--- src/rtl/phywin_pkg.sv ---
package phywin_pkg;
   typedef enum logic [1:0] {
      ST_IDLE = 2'd0,
      ST_BUSY = 2'd1,
      ST_RESP = 2'd2
   } phywin_state_e;

   typedef enum logic [1:0] {
      HIT_WIN  = 2'd0,
      HIT_MAP  = 2'd1,
      HIT_NONE = 2'd2
   } phywin_hit_e;
endpackage

--- src/rtl/phywin_decode.sv ---
module phywin_decode
   import phywin_pkg::*;
#(
   parameter int ADDR_W = 12,
   parameter int OFF_W  = 9
) (
   input  logic [ADDR_W-1:0] addr,
   output phywin_hit_e       hit,
   output logic [OFF_W-1:0]  slot
);
   localparam int SEL_BIT = OFF_W + 2;

   logic upper_zero;
   logic unused_byte_bits;

   generate
      if (ADDR_W > SEL_BIT + 1) begin : g_upper
         assign upper_zero = ~|addr[ADDR_W-1:SEL_BIT+1];
      end else begin : g_no_upper
         assign upper_zero = 1'b1;
      end
   endgenerate

   assign unused_byte_bits = ^addr[1:0];
   assign slot = addr[SEL_BIT-1:2];

   always_comb begin
      hit = HIT_NONE;
      if (upper_zero && !addr[SEL_BIT])
         hit = HIT_WIN;
      else if (upper_zero && addr[SEL_BIT] && (slot == '0))
         hit = HIT_MAP;
   end
endmodule

--- src/rtl/phywin_map.sv ---
module phywin_map #(
   parameter int DEV_W  = 5,
   parameter int PAGE_W = 7,
   localparam int MAP_W = DEV_W + PAGE_W
) (
   input  logic              clk,
   input  logic              rst_n,
   input  logic              we,
   input  logic [MAP_W-1:0]  wdata,
   output logic [MAP_W-1:0]  map_q,
   output logic [DEV_W-1:0]  dev,
   output logic [PAGE_W-1:0] page
);
   always_ff @(posedge clk or negedge rst_n) begin
      if (!rst_n)
         map_q <= '0;
      else if (we)
         map_q <= wdata;
   end

   assign dev  = map_q[MAP_W-1:PAGE_W];
   assign page = map_q[PAGE_W-1:0];
endmodule

--- src/rtl/phywin_seq.sv ---
module phywin_seq
   import phywin_pkg::*;
#(
   parameter int HOST_DW = 32,
   parameter int DEV_W   = 5,
   parameter int PAGE_W  = 7,
   parameter int OFF_W   = 9,
   parameter int PHY_DW  = 16,
   localparam int MAP_W  = DEV_W + PAGE_W,
   localparam int PHY_AW = PAGE_W + OFF_W
) (
   input  logic               clk,
   input  logic               rst_n,
   input  logic               host_valid,
   input  logic               host_write,
   input  phywin_hit_e        hit,
   input  logic [OFF_W-1:0]   slot,
   input  logic [PHY_DW-1:0]  wdata,
   input  logic [MAP_W-1:0]   map_q,
   input  logic [DEV_W-1:0]   dev,
   input  logic [PAGE_W-1:0]  page,
   output logic               map_we,
   output logic               host_ready,
   output logic               host_err,
   output logic [HOST_DW-1:0] host_rdata,
   output logic               phy_req,
   output logic               phy_we,
   output logic [DEV_W-1:0]   phy_dev,
   output logic [PHY_AW-1:0]  phy_addr,
   output logic [PHY_DW-1:0]  phy_wdata,
   input  logic               phy_ack,
   input  logic [PHY_DW-1:0]  phy_rdata
);
   phywin_state_e st;
   logic take;

   assign take   = (st == ST_IDLE) && host_valid;
   assign map_we = take && (hit == HIT_MAP) && host_write;

   always_ff @(posedge clk or negedge rst_n) begin
      if (!rst_n) begin
         st         <= ST_IDLE;
         host_ready <= 1'b0;
         host_err   <= 1'b0;
         host_rdata <= '0;
         phy_we     <= 1'b0;
         phy_dev    <= '0;
         phy_addr   <= '0;
         phy_wdata  <= '0;
      end else begin
         host_ready <= 1'b0;
         host_err   <= 1'b0;
         case (st)
            ST_IDLE: begin
               if (host_valid) begin
                  case (hit)
                     HIT_WIN: begin
                        st        <= ST_BUSY;
                        phy_we    <= host_write;
                        phy_dev   <= dev;
                        phy_addr  <= {page, slot};
                        phy_wdata <= host_write ? wdata : '0;
                     end
                     HIT_MAP: begin
                        st         <= ST_RESP;
                        host_ready <= 1'b1;
                        host_rdata <= host_write ? '0 : HOST_DW'(map_q);
                     end
                     default: begin
                        st         <= ST_RESP;
                        host_ready <= 1'b1;
                        host_err   <= 1'b1;
                        host_rdata <= '0;
                     end
                  endcase
               end
            end
            ST_BUSY: begin
               if (phy_ack) begin
                  st         <= ST_RESP;
                  host_ready <= 1'b1;
                  host_rdata <= phy_we ? '0 : HOST_DW'(phy_rdata);
               end
            end
            default: st <= ST_IDLE;
         endcase
      end
   end

   assign phy_req = (st == ST_BUSY);
endmodule

--- src/rtl/phy_window_bridge.sv ---
module phy_window_bridge
   import phywin_pkg::*;
#(
   parameter int ADDR_W  = 12,
   parameter int HOST_DW = 32,
   parameter int DEV_W   = 5,
   parameter int PAGE_W  = 7,
   parameter int OFF_W   = 9,
   parameter int PHY_DW  = 16,
   localparam int MAP_W  = DEV_W + PAGE_W,
   localparam int PHY_AW = PAGE_W + OFF_W
) (
   input  logic               clk,
   input  logic               rst_n,
   input  logic               host_valid,
   input  logic               host_write,
   input  logic [ADDR_W-1:0]  host_addr,
   input  logic [HOST_DW-1:0] host_wdata,
   output logic               host_ready,
   output logic               host_err,
   output logic [HOST_DW-1:0] host_rdata,
   output logic               phy_req,
   output logic               phy_we,
   output logic [DEV_W-1:0]   phy_dev,
   output logic [PHY_AW-1:0]  phy_addr,
   output logic [PHY_DW-1:0]  phy_wdata,
   input  logic               phy_ack,
   input  logic [PHY_DW-1:0]  phy_rdata
);
   generate
      if (ADDR_W < OFF_W + 3) begin : g_bad_addr
         $error("ADDR_W too small for window plus map register");
      end
      if (PHY_DW > HOST_DW) begin : g_bad_dw
         $error("PHY_DW must not exceed HOST_DW");
      end
      if (MAP_W > HOST_DW) begin : g_bad_map
         $error("map register wider than host data");
      end
   endgenerate

   phywin_hit_e        hit;
   logic [OFF_W-1:0]   slot;
   logic               map_we;
   logic [MAP_W-1:0]   map_q;
   logic [DEV_W-1:0]   dev;
   logic [PAGE_W-1:0]  page;
   logic               unused_wdata;

   generate
      if (HOST_DW > PHY_DW && HOST_DW > MAP_W) begin : g_unused
         assign unused_wdata = ^host_wdata[HOST_DW-1:(PHY_DW > MAP_W ? PHY_DW : MAP_W)];
      end else begin : g_all_used
         assign unused_wdata = 1'b0;
      end
   endgenerate

   phywin_decode #(
      .ADDR_W(ADDR_W),
      .OFF_W (OFF_W)
   ) u_decode (
      .addr(host_addr),
      .hit (hit),
      .slot(slot)
   );

   phywin_map #(
      .DEV_W (DEV_W),
      .PAGE_W(PAGE_W)
   ) u_map (
      .clk  (clk),
      .rst_n(rst_n),
      .we   (map_we),
      .wdata(host_wdata[MAP_W-1:0]),
      .map_q(map_q),
      .dev  (dev),
      .page (page)
   );

   phywin_seq #(
      .HOST_DW(HOST_DW),
      .DEV_W  (DEV_W),
      .PAGE_W (PAGE_W),
      .OFF_W  (OFF_W),
      .PHY_DW (PHY_DW)
   ) u_seq (
      .clk       (clk),
      .rst_n     (rst_n),
      .host_valid(host_valid),
      .host_write(host_write),
      .hit       (hit),
      .slot      (slot),
      .wdata     (host_wdata[PHY_DW-1:0]),
      .map_q     (map_q),
      .dev       (dev),
      .page      (page),
      .map_we    (map_we),
      .host_ready(host_ready),
      .host_err  (host_err),
      .host_rdata(host_rdata),
      .phy_req   (phy_req),
      .phy_we    (phy_we),
      .phy_dev   (phy_dev),
      .phy_addr  (phy_addr),
      .phy_wdata (phy_wdata),
      .phy_ack   (phy_ack),
      .phy_rdata (phy_rdata)
   );
endmodule

--- config.mk ---
export PLATFORM = sky130hd
export DESIGN_NAME = phy_window_bridge
export DESIGN_NICKNAME = d
export VERILOG_FILES = /design/src/rtl/phywin_pkg.sv /design/src/rtl/phywin_decode.sv /design/src/rtl/phywin_map.sv /design/src/rtl/phywin_seq.sv /design/src/rtl/phy_window_bridge.sv
export SDC_FILE = /design/constraint.sdc
export NUM_CORES = 1
export LEC_CHECK = 0
export ABC_AREA = 0
export BUFFER_PORTS_ARGS = -buffer_cell sky130_fd_sc_hd__buf_2
export CAP_MARGIN = 25
export CORE_ASPECT_RATIO = 0.8
export CORE_UTILIZATION = 35
export CTS_BUF_LIST = sky130_fd_sc_hd__clkbuf_16
export DETAILED_ROUTE_END_ITERATION = 8
export REMOVE_ABC_BUFFERS = 1
export SLEW_MARGIN = 20
export SYNTH_ARGS = -nofsm -noshare
export SYNTH_HDL_FRONTEND = slang
export SYNTH_SLANG_ARGS = --single-unit
export TNS_END_PERCENT = 100
--- constraint.sdc ---
create_clock -name clk -period 2.1 [get_ports clk]
set_input_delay 0.315 -clock clk [delete_from_list [all_inputs] [get_ports clk]]
set_output_delay 0.315 -clock clk [all_outputs]
set_load 0.02 [all_outputs]
==> impl_metrics.tcl <==
set metrics [dict create \
    run_status "finished, final reports clean" \
    grt_first_pass_wirelength_microns 11400 \
    die_w_microns 104 \
    path_max_fanout 18 \
    fin_crit_sh_pct 84.2 \
    routabilityCongestion 0.752 \
    synth_top_area_share_pct 59.7 \
    track_usage_pct 17.3 \
    cap_violations 0 \
    numCtsBuffers 9 \
    maxSlewViolCount 0 \
    post-route-min-period_ps 1770 \
    clock_skew_ps 5.07 \
    r2r-start "u_seq.st[1]" \
    via_per_inst 4.50 \
    core_sq_um 8020 \
    yosysWarnings 0 \
    drive_above_1_share_pct 39.6 \
    clkLatencyLatePin_ps 330 \
    ys_ff_latch 70 \
    cts_tree "done" \
    start_util_pct 36.6 \
    drt_iter0_drc 53 \
    wl_met2_microns 2960 \
    fill_cells 775 \
    io_pins 138 \
    synth_top_area_cell "dfrtp_1" \
    path_buf_inv 2 \
    fmax_ghz 0.566 \
    gr-total-overflow 0 \
    cts_resized 0 \
    io_buffer_count 103 \
    timing.hold.ws_ps 214 \
    wl_met3_microns 529 \
    hp-start "phy_ack" \
    clkSinkCount 70 \
    drcViolationCount 0 \
    rsz0062_at_grt "no" \
    setup_tns_ps 0 \
    r2r_slack_ps 330 \
    cp.required_ps 2340 \
    grt_max_degree 37 \
    antenna_found_initial 0 \
    hpwl_microns 4870 \
    critPathMaxStageDelay_ps 380 \
    power.leakage_uw 0.00205 \
    worstHoldEndpoint "u_seq.st[0]" \
    yosys-top-cells-area "dfrtp_1 (60%), nand2_1 (6.6%), mux2_4 (5.1%)" \
    power.density_nw_per_um2 1120 \
    routedWlPerCell_microns 13.9 \
    cts_root_buf "clkbuf_16" \
    syn_area_sq_um 2940 \
    ctsHtreeMaxLevel 3 \
    die_h_microns 83.9 \
    syn_inst 272 \
    ys_seq_area_share_pct 59.7 \
    top_layer_used "met4" \
    end_kind "register" \
    grt_pass1_vias 2083 \
    syn_avg_cell_area_sq_um 10.8 \
    critPathSlowestCell "dfrtp_1" \
    reg2regPathDepth 6 \
    start_kind "register" \
    drt-met1-wl_microns 3320 \
    ir_drop_v 0.000554 \
    rows 29 \
    hold_class "input port to register" \
    ys_types 28 \
    nets 446 \
    clockBufferDepth 2 \
    diodes 0 \
    dr.pass1.iters 4 \
    path_cells "and4bb_1, a21oi_2, inv_2, nand4_1, buf_4, o22ai_1" \
    postRouteAntennaNets 0 \
    hold_depth 2 \
    hold_violations 0 \
    r2r_end "u_seq.host_rdata[7]" \
    crit_family "simple AND/OR/NAND/NOR gates" \
    num_vias 2221 \
    worstPathArrival_ps 2010 \
    die_area_sq_um 8760 \
    wl_microns 6870 \
    setup_viol 0 \
    setup.worst_path.class "register to register" \
    area_growth_pct 32.0 \
    path_clk_slew_ps 50 \
]
-- registers in the layout, indices dropped and copies added, names as in the netlist --
name              count
u_map.map_q          12
u_seq.phy_addr       16
u_seq.host_ready      1
u_seq.phy_we          1
u_seq.host_err        1
u_seq.st              2
u_seq.phy_dev         5
u_seq.phy_wdata      16
u_seq.host_rdata     16
-- power by group --
part           internal [uW]  switching [uW]
registers               1600             124
logic                    380             691
clock network           1020             534
total                   3000            1350
-- cell usage in the layout, fill, tap and decap left out, drive strengths merged, types with 4 or more instances in the layout --
| cell type | count |
|---|---|
| a21oi | 13 |
| nor2 | 12 |
| inv | 16 |
| dfrtp | 70 |
| nand2 | 52 |
| mux2 | 22 |
| clkbuf | 9 |
| nand3 | 4 |
| o22ai | 12 |
| o21ai | 29 |
| buf | 113 |
| conb | 16 |
| clkinv | 4 |
-- metal layers --
metal,track usage (%),vias to the layer above
li1,-,1093
met1,24.3,1039
met4,4.55,0
met2,24.1,83
met3,7.49,6
met5,0,-
-- area by class of cell --
class / count / area [sq um] / area share [%]
clock buffers: 9 / 225 / 5.81
inverters: 15 / 56.3 / 1.45
flip-flops and latches: 70 / 1750 / 45.2
repair buffers: 114 / 628 / 16.2
well taps: 108 / 135 / 3.49
clock inverters: 7 / 80.1 / 2.07
multi-input cells: 171 / 997 / 25.7
-- cells by family after synthesis --
logic type	after synthesis	synth area share, %
AO/OA/AOI/OAI	55	10.1
AND/OR/NAND/NOR	78	12.1
other	1	0.128
buffers and inverters	46	8.27
flip-flops	70	59.7
multiplexers	22	9.72
-- repair_timing --
item,4_1_cts,5_1_grt
hold buffers,1,0
hold endpoints to repair,34,0
setup buffers,0,0
-- worst register-to-register path: stages (launching register included) --
cell and delay [ps]:
dfrtp_1 380, and4bb_1 340, a21oi_2 60, inv_2 310
nand4_1 200, buf_4 220, o22ai_1 170
-- cell usage after synthesis, drive strengths merged --
cell    number
or4          1
nand2       52
nor3b        1
a21oi       13
a21boi       1
and2b        1
inv         15
nor2b        1
o22ai       12
clkbuf      12
nand4        2
o21ai       29
or4b         1
mux2        22
buf         19
nor2        12
conb         1
nand3        4
dfrtp       70
and4bb       1
nor3         2
-- per-stage QoR --
| step | total power, uW | worst slack [ps] | util (%) | instance area [sq um] | std cells |
|---|---|---|---|---|---|
| after global routing | 4590 | 218 | 48.3 | 3870 | 494 |
| after global placement | 2800 | 203 | 44.4 | 3560 | 477 |
| after floorplan | 2370 | 24.9 | - | 2810 | 256 |
| after CTS | 4400 | 326 | 48.3 | 3870 | 494 |
| final | 4350 | 333 | 48.3 | 3870 | 494 |
| after detailed placement | 2820 | 184 | 44.4 | 3560 | 477 |
-- worst max-delay path by stage --
stage	start	end	cells after the start
CTS	u_seq.st[0]	u_seq.phy_addr[6]	3
floorplan	u_seq.st[0]	u_seq.phy_addr[0]	2
global route	u_seq.st[1]	u_seq.host_rdata[3]	6
finish	u_seq.st[1]	u_seq.host_rdata[7]	6
detailed placement	host_addr[4]	u_map.map_q[5]	6
global placement	host_addr[4]	u_map.map_q[7]	6
No activity file was read; power rests on OpenSTA's default activity.
